$ cat src/rtl/edge_timer_pkg.sv
package edge_timer_pkg;
  localparam int ADDR_CTRL = 'h00;
  localparam int ADDR_CMD  = 'h04;
  localparam int ADDR_TOP  = 'h08;
  localparam int ADDR_CNT  = 'h0C;
  localparam int ADDR_CFG  = 'h10;

  localparam logic [31:0] CTRL_MASK = 32'h0F03_0F00;
  localparam int DIV_LSB  = 24;
  localparam int SRC_LSB  = 16;
  localparam int FALL_LSB = 10;
  localparam int RISE_LSB = 8;

  typedef enum logic [1:0] {
    ACT_NONE   = 2'd0,
    ACT_START  = 2'd1,
    ACT_STOP   = 2'd2,
    ACT_RELOAD = 2'd3
  } edge_act_e;

  typedef enum logic [1:0] {
    SRC_DIV     = 2'd0,
    SRC_TICKIN  = 2'd1,
    SRC_CASCADE = 2'd2,
    SRC_ALT     = 2'd3
  } cnt_src_e;
endpackage

$ cat src/rtl/et_sync_edge.sv
module et_sync_edge #(
  parameter int STAGES = 2
) (
  input  logic clk,
  input  logic rst,
  input  logic pin_i,
  output logic rise_o,
  output logic fall_o
);
  logic [STAGES-1:0] sync_q;
  logic              prev_q;

  always_ff @(posedge clk) begin
    if (rst) begin
      sync_q <= '0;
      prev_q <= 1'b0;
    end else begin
      sync_q <= {sync_q[STAGES-2:0], pin_i};
      prev_q <= sync_q[STAGES-1];
    end
  end

  assign rise_o = sync_q[STAGES-1] & ~prev_q;
  assign fall_o = ~sync_q[STAGES-1] & prev_q;

  assert_edge_pulse_R6: assert property (@(posedge clk) disable iff (rst)
    rise_o |=> !rise_o);
  assert_fall_pulse_R7: assert property (@(posedge clk) disable iff (rst)
    fall_o |=> !fall_o);
endmodule

$ cat src/rtl/et_prescaler.sv
module et_prescaler #(
  parameter int PRE_W  = 10,
  parameter int CODE_W = 4
) (
  input  logic              clk,
  input  logic              rst,
  input  logic              clr_i,
  input  logic [CODE_W-1:0] code_i,
  output logic              tick_o
);
  logic [PRE_W-1:0] div_q;
  logic [PRE_W-1:0] mask;

  // codes above PRE_W saturate: the mask simply runs out of bits
  always_comb begin
    for (int i = 0; i < PRE_W; i++) mask[i] = (int'(code_i) > i);
  end

  assign tick_o = ((div_q & mask) == mask);

  always_ff @(posedge clk) begin
    if (rst || clr_i) div_q <= '0;
    else              div_q <= div_q + 1'b1;
  end

  assert_tick_spacing_R3: assert property (@(posedge clk) disable iff (rst)
    (tick_o && code_i != '0) |=> (!tick_o || code_i == '0));
endmodule

$ cat src/rtl/et_counter.sv
module et_counter #(
  parameter int CNT_W = 16
) (
  input  logic             clk,
  input  logic             rst,
  input  logic             cnt_wr_i,
  input  logic [CNT_W-1:0] cnt_wdata_i,
  input  logic [CNT_W-1:0] top_i,
  input  logic             down_i,
  input  logic             tick_i,
  input  logic             start_i,
  input  logic             stop_i,
  input  logic             reload_i,
  output logic [CNT_W-1:0] cnt_o,
  output logic             run_o,
  output logic             ovf_o,
  output logic             unf_o
);
  logic [CNT_W-1:0] cnt_q;
  logic             run_q;

  always_ff @(posedge clk) begin
    if (rst) begin
      cnt_q <= '0;
      run_q <= 1'b0;
      ovf_o <= 1'b0;
      unf_o <= 1'b0;
    end else begin
      ovf_o <= 1'b0;
      unf_o <= 1'b0;
      if (start_i || reload_i) run_q <= 1'b1;
      else if (stop_i)         run_q <= 1'b0;
      if (cnt_wr_i) begin
        cnt_q <= cnt_wdata_i;
      end else if (reload_i) begin
        cnt_q <= down_i ? top_i : '0;
      end else if (run_q && tick_i) begin
        if (!down_i) begin
          if (cnt_q == top_i) begin
            cnt_q <= '0;
            ovf_o <= 1'b1;
          end else begin
            cnt_q <= cnt_q + 1'b1;
          end
        end else begin
          if (cnt_q == '0) begin
            cnt_q <= top_i;
            unf_o <= 1'b1;
          end else begin
            cnt_q <= cnt_q - 1'b1;
          end
        end
      end
    end
  end

  assign cnt_o = cnt_q;
  assign run_o = run_q;

  assert_ovf_zero_R10: assert property (@(posedge clk) disable iff (rst)
    ovf_o |-> (cnt_q == '0));
  assert_unf_top_R10: assert property (@(posedge clk) disable iff (rst)
    unf_o |-> (cnt_q == $past(top_i)));
  assert_wrap_excl_R10: assert property (@(posedge clk) disable iff (rst)
    !(ovf_o && unf_o));
  assert_reload_R8: assert property (@(posedge clk) disable iff (rst)
    (reload_i && !cnt_wr_i) |=> (run_q && cnt_q == $past(down_i ? top_i : {CNT_W{1'b0}})));
  assert_stop_R11: assert property (@(posedge clk) disable iff (rst)
    (stop_i && !start_i && !reload_i) |=> !run_q);
endmodule

$ cat src/rtl/edge_timer.sv
module edge_timer
  import edge_timer_pkg::*;
#(
  parameter int CNT_W   = 16,
  parameter int DATA_W  = 32,
  parameter int ADDR_W  = 5,
  parameter int PRE_W   = 10,
  parameter int SYNC_ST = 2
) (
  input  logic              clk,
  input  logic              rst,
  input  logic              wr_en,
  input  logic [ADDR_W-1:0] wr_addr,
  input  logic [DATA_W-1:0] wr_data,
  input  logic [ADDR_W-1:0] rd_addr,
  output logic [DATA_W-1:0] rd_data,
  input  logic              ext_in,
  input  logic              tick_in,
  input  logic              nbr_ovf,
  input  logic              nbr_unf,
  output logic              ovf,
  output logic              unf
);
  localparam int PAD_W = DATA_W - CNT_W;

  logic [DATA_W-1:0] ctrl_q;
  logic [CNT_W-1:0]  top_q;
  logic              down_q;

  logic wr_ctrl, wr_cmd, wr_top, wr_cnt, wr_cfg;
  assign wr_ctrl = wr_en && (wr_addr == ADDR_W'(ADDR_CTRL));
  assign wr_cmd  = wr_en && (wr_addr == ADDR_W'(ADDR_CMD));
  assign wr_top  = wr_en && (wr_addr == ADDR_W'(ADDR_TOP));
  assign wr_cnt  = wr_en && (wr_addr == ADDR_W'(ADDR_CNT));
  assign wr_cfg  = wr_en && (wr_addr == ADDR_W'(ADDR_CFG));

  always_ff @(posedge clk) begin
    if (rst) begin
      ctrl_q <= '0;
      top_q  <= '1;
      down_q <= 1'b0;
    end else begin
      if (wr_ctrl) ctrl_q <= wr_data & DATA_W'(CTRL_MASK);
      if (wr_top)  top_q  <= wr_data[CNT_W-1:0];
      if (wr_cfg)  down_q <= wr_data[0];
    end
  end

  logic [3:0] div_code;
  cnt_src_e   src;
  edge_act_e  rise_act, fall_act;
  assign div_code = ctrl_q[DIV_LSB +: 4];
  assign src      = cnt_src_e'(ctrl_q[SRC_LSB +: 2]);
  assign fall_act = edge_act_e'(ctrl_q[FALL_LSB +: 2]);
  assign rise_act = edge_act_e'(ctrl_q[RISE_LSB +: 2]);

  logic ext_rise, ext_fall, tin_rise, tin_fall_unused;
  et_sync_edge #(.STAGES(SYNC_ST)) u_ext_sync (
    .clk(clk), .rst(rst), .pin_i(ext_in), .rise_o(ext_rise), .fall_o(ext_fall));
  et_sync_edge #(.STAGES(SYNC_ST)) u_tick_sync (
    .clk(clk), .rst(rst), .pin_i(tick_in), .rise_o(tin_rise), .fall_o(tin_fall_unused));

  // arbitration: rising edge over falling edge over software command
  edge_act_e act;
  always_comb begin
    act = ACT_NONE;
    if (wr_cmd) begin
      if (wr_data[0])      act = ACT_START;
      else if (wr_data[1]) act = ACT_STOP;
    end
    if (ext_fall && fall_act != ACT_NONE) act = fall_act;
    if (ext_rise && rise_act != ACT_NONE) act = rise_act;
  end

  logic pre_clr, pre_tick;
  assign pre_clr = (act == ACT_START) || (act == ACT_RELOAD);

  et_prescaler #(.PRE_W(PRE_W), .CODE_W(4)) u_presc (
    .clk(clk), .rst(rst), .clr_i(pre_clr), .code_i(div_code), .tick_o(pre_tick));

  logic cnt_tick;
  always_comb begin
    case (src)
      SRC_TICKIN:  cnt_tick = tin_rise;
      SRC_CASCADE: cnt_tick = down_q ? nbr_unf : nbr_ovf;
      default:     cnt_tick = pre_tick;
    endcase
  end

  logic [CNT_W-1:0] cnt_val;
  logic             cnt_run;
  et_counter #(.CNT_W(CNT_W)) u_cnt (
    .clk(clk), .rst(rst),
    .cnt_wr_i(wr_cnt), .cnt_wdata_i(wr_data[CNT_W-1:0]),
    .top_i(top_q), .down_i(down_q), .tick_i(cnt_tick),
    .start_i(act == ACT_START), .stop_i(act == ACT_STOP), .reload_i(act == ACT_RELOAD),
    .cnt_o(cnt_val), .run_o(cnt_run), .ovf_o(ovf), .unf_o(unf));

  always_ff @(posedge clk) begin
    if (rst) begin
      rd_data <= '0;
    end else begin
      case (int'(rd_addr))
        ADDR_CTRL: rd_data <= ctrl_q;
        ADDR_TOP:  rd_data <= {{PAD_W{1'b0}}, top_q};
        ADDR_CNT:  rd_data <= {{PAD_W{1'b0}}, cnt_val};
        ADDR_CFG:  rd_data <= {{(DATA_W-1){1'b0}}, down_q};
        default:   rd_data <= '0;
      endcase
    end
  end

  assert_ctrl_reserved_R2: assert property (@(posedge clk) disable iff (rst)
    $past(rd_addr == ADDR_W'(ADDR_CTRL)) |-> ((rd_data & ~DATA_W'(CTRL_MASK)) == '0));
  assert_edge_stop_wins_R9: assert property (@(posedge clk) disable iff (rst)
    (ext_rise && rise_act == ACT_STOP) |=> !cnt_run);
  assert_edge_start_R6: assert property (@(posedge clk) disable iff (rst)
    (ext_rise && (rise_act == ACT_START || rise_act == ACT_RELOAD)) |=> cnt_run);
endmodule

$ cat config.mk
export PLATFORM = sky130hd
export DESIGN_NAME = edge_timer
export DESIGN_NICKNAME = d
export VERILOG_FILES = /design/src/rtl/edge_timer_pkg.sv /design/src/rtl/et_sync_edge.sv /design/src/rtl/et_prescaler.sv /design/src/rtl/et_counter.sv /design/src/rtl/edge_timer.sv
export SDC_FILE = /design/constraint.sdc
export NUM_CORES = 1
export LEC_CHECK = 0
export BUFFER_PORTS_ARGS = -buffer_cell sky130_fd_sc_hd__buf_4
export CORE_ASPECT_RATIO = 0.75
export CORE_MARGIN = 10
export CORE_UTILIZATION = 45
export CTS_CLUSTER_DIAMETER = 100
export DETAILED_ROUTE_END_ITERATION = 6
export GPL_TIMING_DRIVEN = 0
export HOLD_SLACK_MARGIN = 0.02
export MAX_ROUTING_LAYER = met4
export PLACE_DENSITY = 0.78
export SLEW_MARGIN = 0
export SYNTH_ARGS = -nofsm -noshare
export SYNTH_HDL_FRONTEND = slang
export SYNTH_HIERARCHICAL = 1
export SYNTH_SLANG_ARGS = --single-unit
export TNS_END_PERCENT = 5
$ cat constraint.sdc
create_clock -name clk -period 6.93 [get_ports clk]
set_input_delay 0.693 -clock clk [delete_from_list [all_inputs] [get_ports clk]]
set_output_delay 0.693 -clock clk [all_outputs]
set_load 0.02 [all_outputs]
==> impl_metrics.csv <==
group,metric,value,unit
place,place_hpwl,13.2,mm
sta,slew_viol_final,0,
clocking,cts_buffers,9,
floorplan,placementRows,32,
worst_setup_path,crit_fanout,10,
status,outcome,"finished, final reports clean",
power,leakage,2.28,nW
clocking,tritoncts,"yes",
floorplan,ios,83,
route,met2_length,7.31,mm
clocking,cts-resized-gates,0,
clocking,cts_hold_buf,0,
sta,hold_viol_final,0,
power,power_frac_clock,43.9,%
grt,grt_max_degree,15,
route,wl_met3,2.00,mm
hold_path,hp-class,"flip-flop to flip-flop",
power,combPwrFrac,13.6,%
sta,fmax,320,MHz
clocking,worstSkewPairLatency,0.33,ns
worst_setup_path,setup.worst_path.end_class,"flip-flop",
power,powerDensity,202,nW/um^2
sta,period_needed,3.13,ns
cells_and_area,design_area,5800,um^2
route,drt_first_pass_iters,6,
route,wl_per_cell,21.2,um
worst_setup_path,critPathKind,"flip-flop to flip-flop",
flow_run,drv_cap,0,
grt,grt_pass1_vias,4727,
sta,setup_slack,3.80,ns
clocking,clkTransAtPathRegs,0.06,ns
route,vias,4950,
grt,grt_use_total,23.1,%
floorplan,core_area,10400,um^2
route,viasPerCell,6.00,
route,drt_iter0_drc,862,
route,highest_layer,"met4",
cells_and_area,antennaDiodeCount,0,
route,drt-met1-wl,7.85,mm
place,post_dp_cell_area,5480,um^2
power,p_int,871,uW
floorplan,dieArea,15300,um^2
synthesis,avgSynthCellArea,7.98,um^2
cells_and_area,drive_above_1_share,17.4,%
clocking,cts.sinks,84,
place,dpl_worst_slack,3.73,ns
floorplan,die_y,110,um
clocking,cts_max_level,3,
sta,setup_tns,0,ns
place,dp.cells,810,
cells_and_area,fin_util,55.9,%
floorplan,start_util,46.4,%
clocking,cts-root-buf,"clkbuf_16",
worst_setup_path,crit_arrival,3.40,ns
power,p_sw,301,uW
place,place.gp.congestion,0.982,
place,portBuffers,62,
sta,worst_slew_pin_slew,0.741,ns
grt,grt-ovfl-total,0,
power,sequentialPowerShare,42.6,%
floorplan,die_w,139,um
sta,rsz0062_at_grt,"false",
route,routed_wl,17.5,mm
sta,finalSetupViolCount,0,
synthesis,synthCells,603,
clocking,post_cts_buffers,0,
worst_setup_path,required,7.20,ns
power,switching_share,25.6,%
worst_setup_path,startpoint_type,"flip-flop",
synthesis,yosys_warnings,6,
cells_and_area,synthToLayoutAreaGrowth,20.5,%
cells_and_area,layout.cells.non_filler,825,
power,ir_worst_vdd,112,uV
grt,antenna_found_initial,0,
route,post-route-drc-count,0,
sta,max-slew-margin-rel,50.6,%
synthesis,netlist_area,4810,um^2
route,drtAntennaViolNets,0,
sta,period_share,45.2,%
grt,grt_pass1_wl,27.0,mm
clocking,cts_buffer_depth,2,
sta,skew,0.00636,ns
cells_and_area,num-nets-final,740,
worst paths after layout:
path	start	endpoint	slack [ns]	depth (start not counted)
hold / removal	u_ext_sync/sync_q[0]	u_ext_sync/sync_q[1]	0.44	1
hold reg to reg	u_ext_sync/sync_q[0]	u_ext_sync/sync_q[1]	0.44	1
setup reg to reg	u_presc/div_q[5]	u_cnt/cnt_o[7]	3.80	12
setup / recovery	u_presc/div_q[5]	u_cnt/cnt_o[7]	3.80	12
layout by cell type (no fill, tap or decap), types with 13 or more instances in the layout:
cell,n
a21oi_1,26
a22oi_1,21
a31oi_1,13
buf_4,74
clkbuf_1,27
dfxtp_1,84
inv_1,17
nand2_1,83
nand3_1,26
nand3b_1,17
nor2_1,47
nor4_1,15
xnor2_1,14
xor2_1,30
flip-flops by register name, summed over array words and instances, names as in the netlist:
name / cells
rd_data: 22
top_q: 16
u_cnt/cnt_o: 16
ctrl_q: 10
u_presc/div_q: 10
u_ext_sync/sync_q: 2
u_tick_sync/sync_q: 2
down_q: 1
u_cnt/ovf_o: 1
u_cnt/run_o: 1
u_cnt/unf_o: 1
u_ext_sync/prev_q: 1
u_tick_sync/prev_q: 1
cell type report:
| cell class | count | area [um^2] |
|---|---|---|
| multi-input combinational | 455 | 2810 |
| clock inverter | 6 | 90.1 |
| fill | 962 | 4570 |
| sequential | 84 | 1680 |
| clock buffer | 9 | 225 |
| timing repair buffer | 62 | 465 |
| tap | 136 | 170 |
| buffer | 55 | 292 |
| inverter | 18 | 67.6 |
layer usage:
layer	vias to the layer above	global-route usage, %
met1	2333	31.1
met5	-	-
met2	289	32.3
li1	2291	-
met4	0	6.61
met3	37	7.32
worst max-delay path: stages, from the launching register on:
cell      delay, ns
dfxtp_1        0.42
and4_1         0.29
nand2_1        0.07
o21ai_0        0.15
and3_1         0.23
inv_1          0.05
a21oi_1        0.30
nand2_1        0.23
nand2_1        0.21
clkbuf_1       0.53
o221ai_1       0.24
a31oi_1        0.18
a21boi_1       0.17
power groups by stage:
stage,sequential [mW],combinational (mW),clock (mW)
floorplan,0.507,0.101,0
global placement,0.509,0.152,0
detailed placement,0.509,0.154,0
CTS,0.498,0.154,0.519
global route,0.499,0.170,0.539
finish,0.499,0.159,0.514
per-stage QoR:
step / hold slack, ns / total power, mW
after CTS: 0.437 / 1.17
final: 0.444 / 1.17
after detailed placement: 0.422 / 0.663
after global routing: 0.471 / 1.21
after global placement: 0.425 / 0.661
after floorplan: 0.414 / 0.607
No activity file was read; power rests on OpenSTA's default activity.
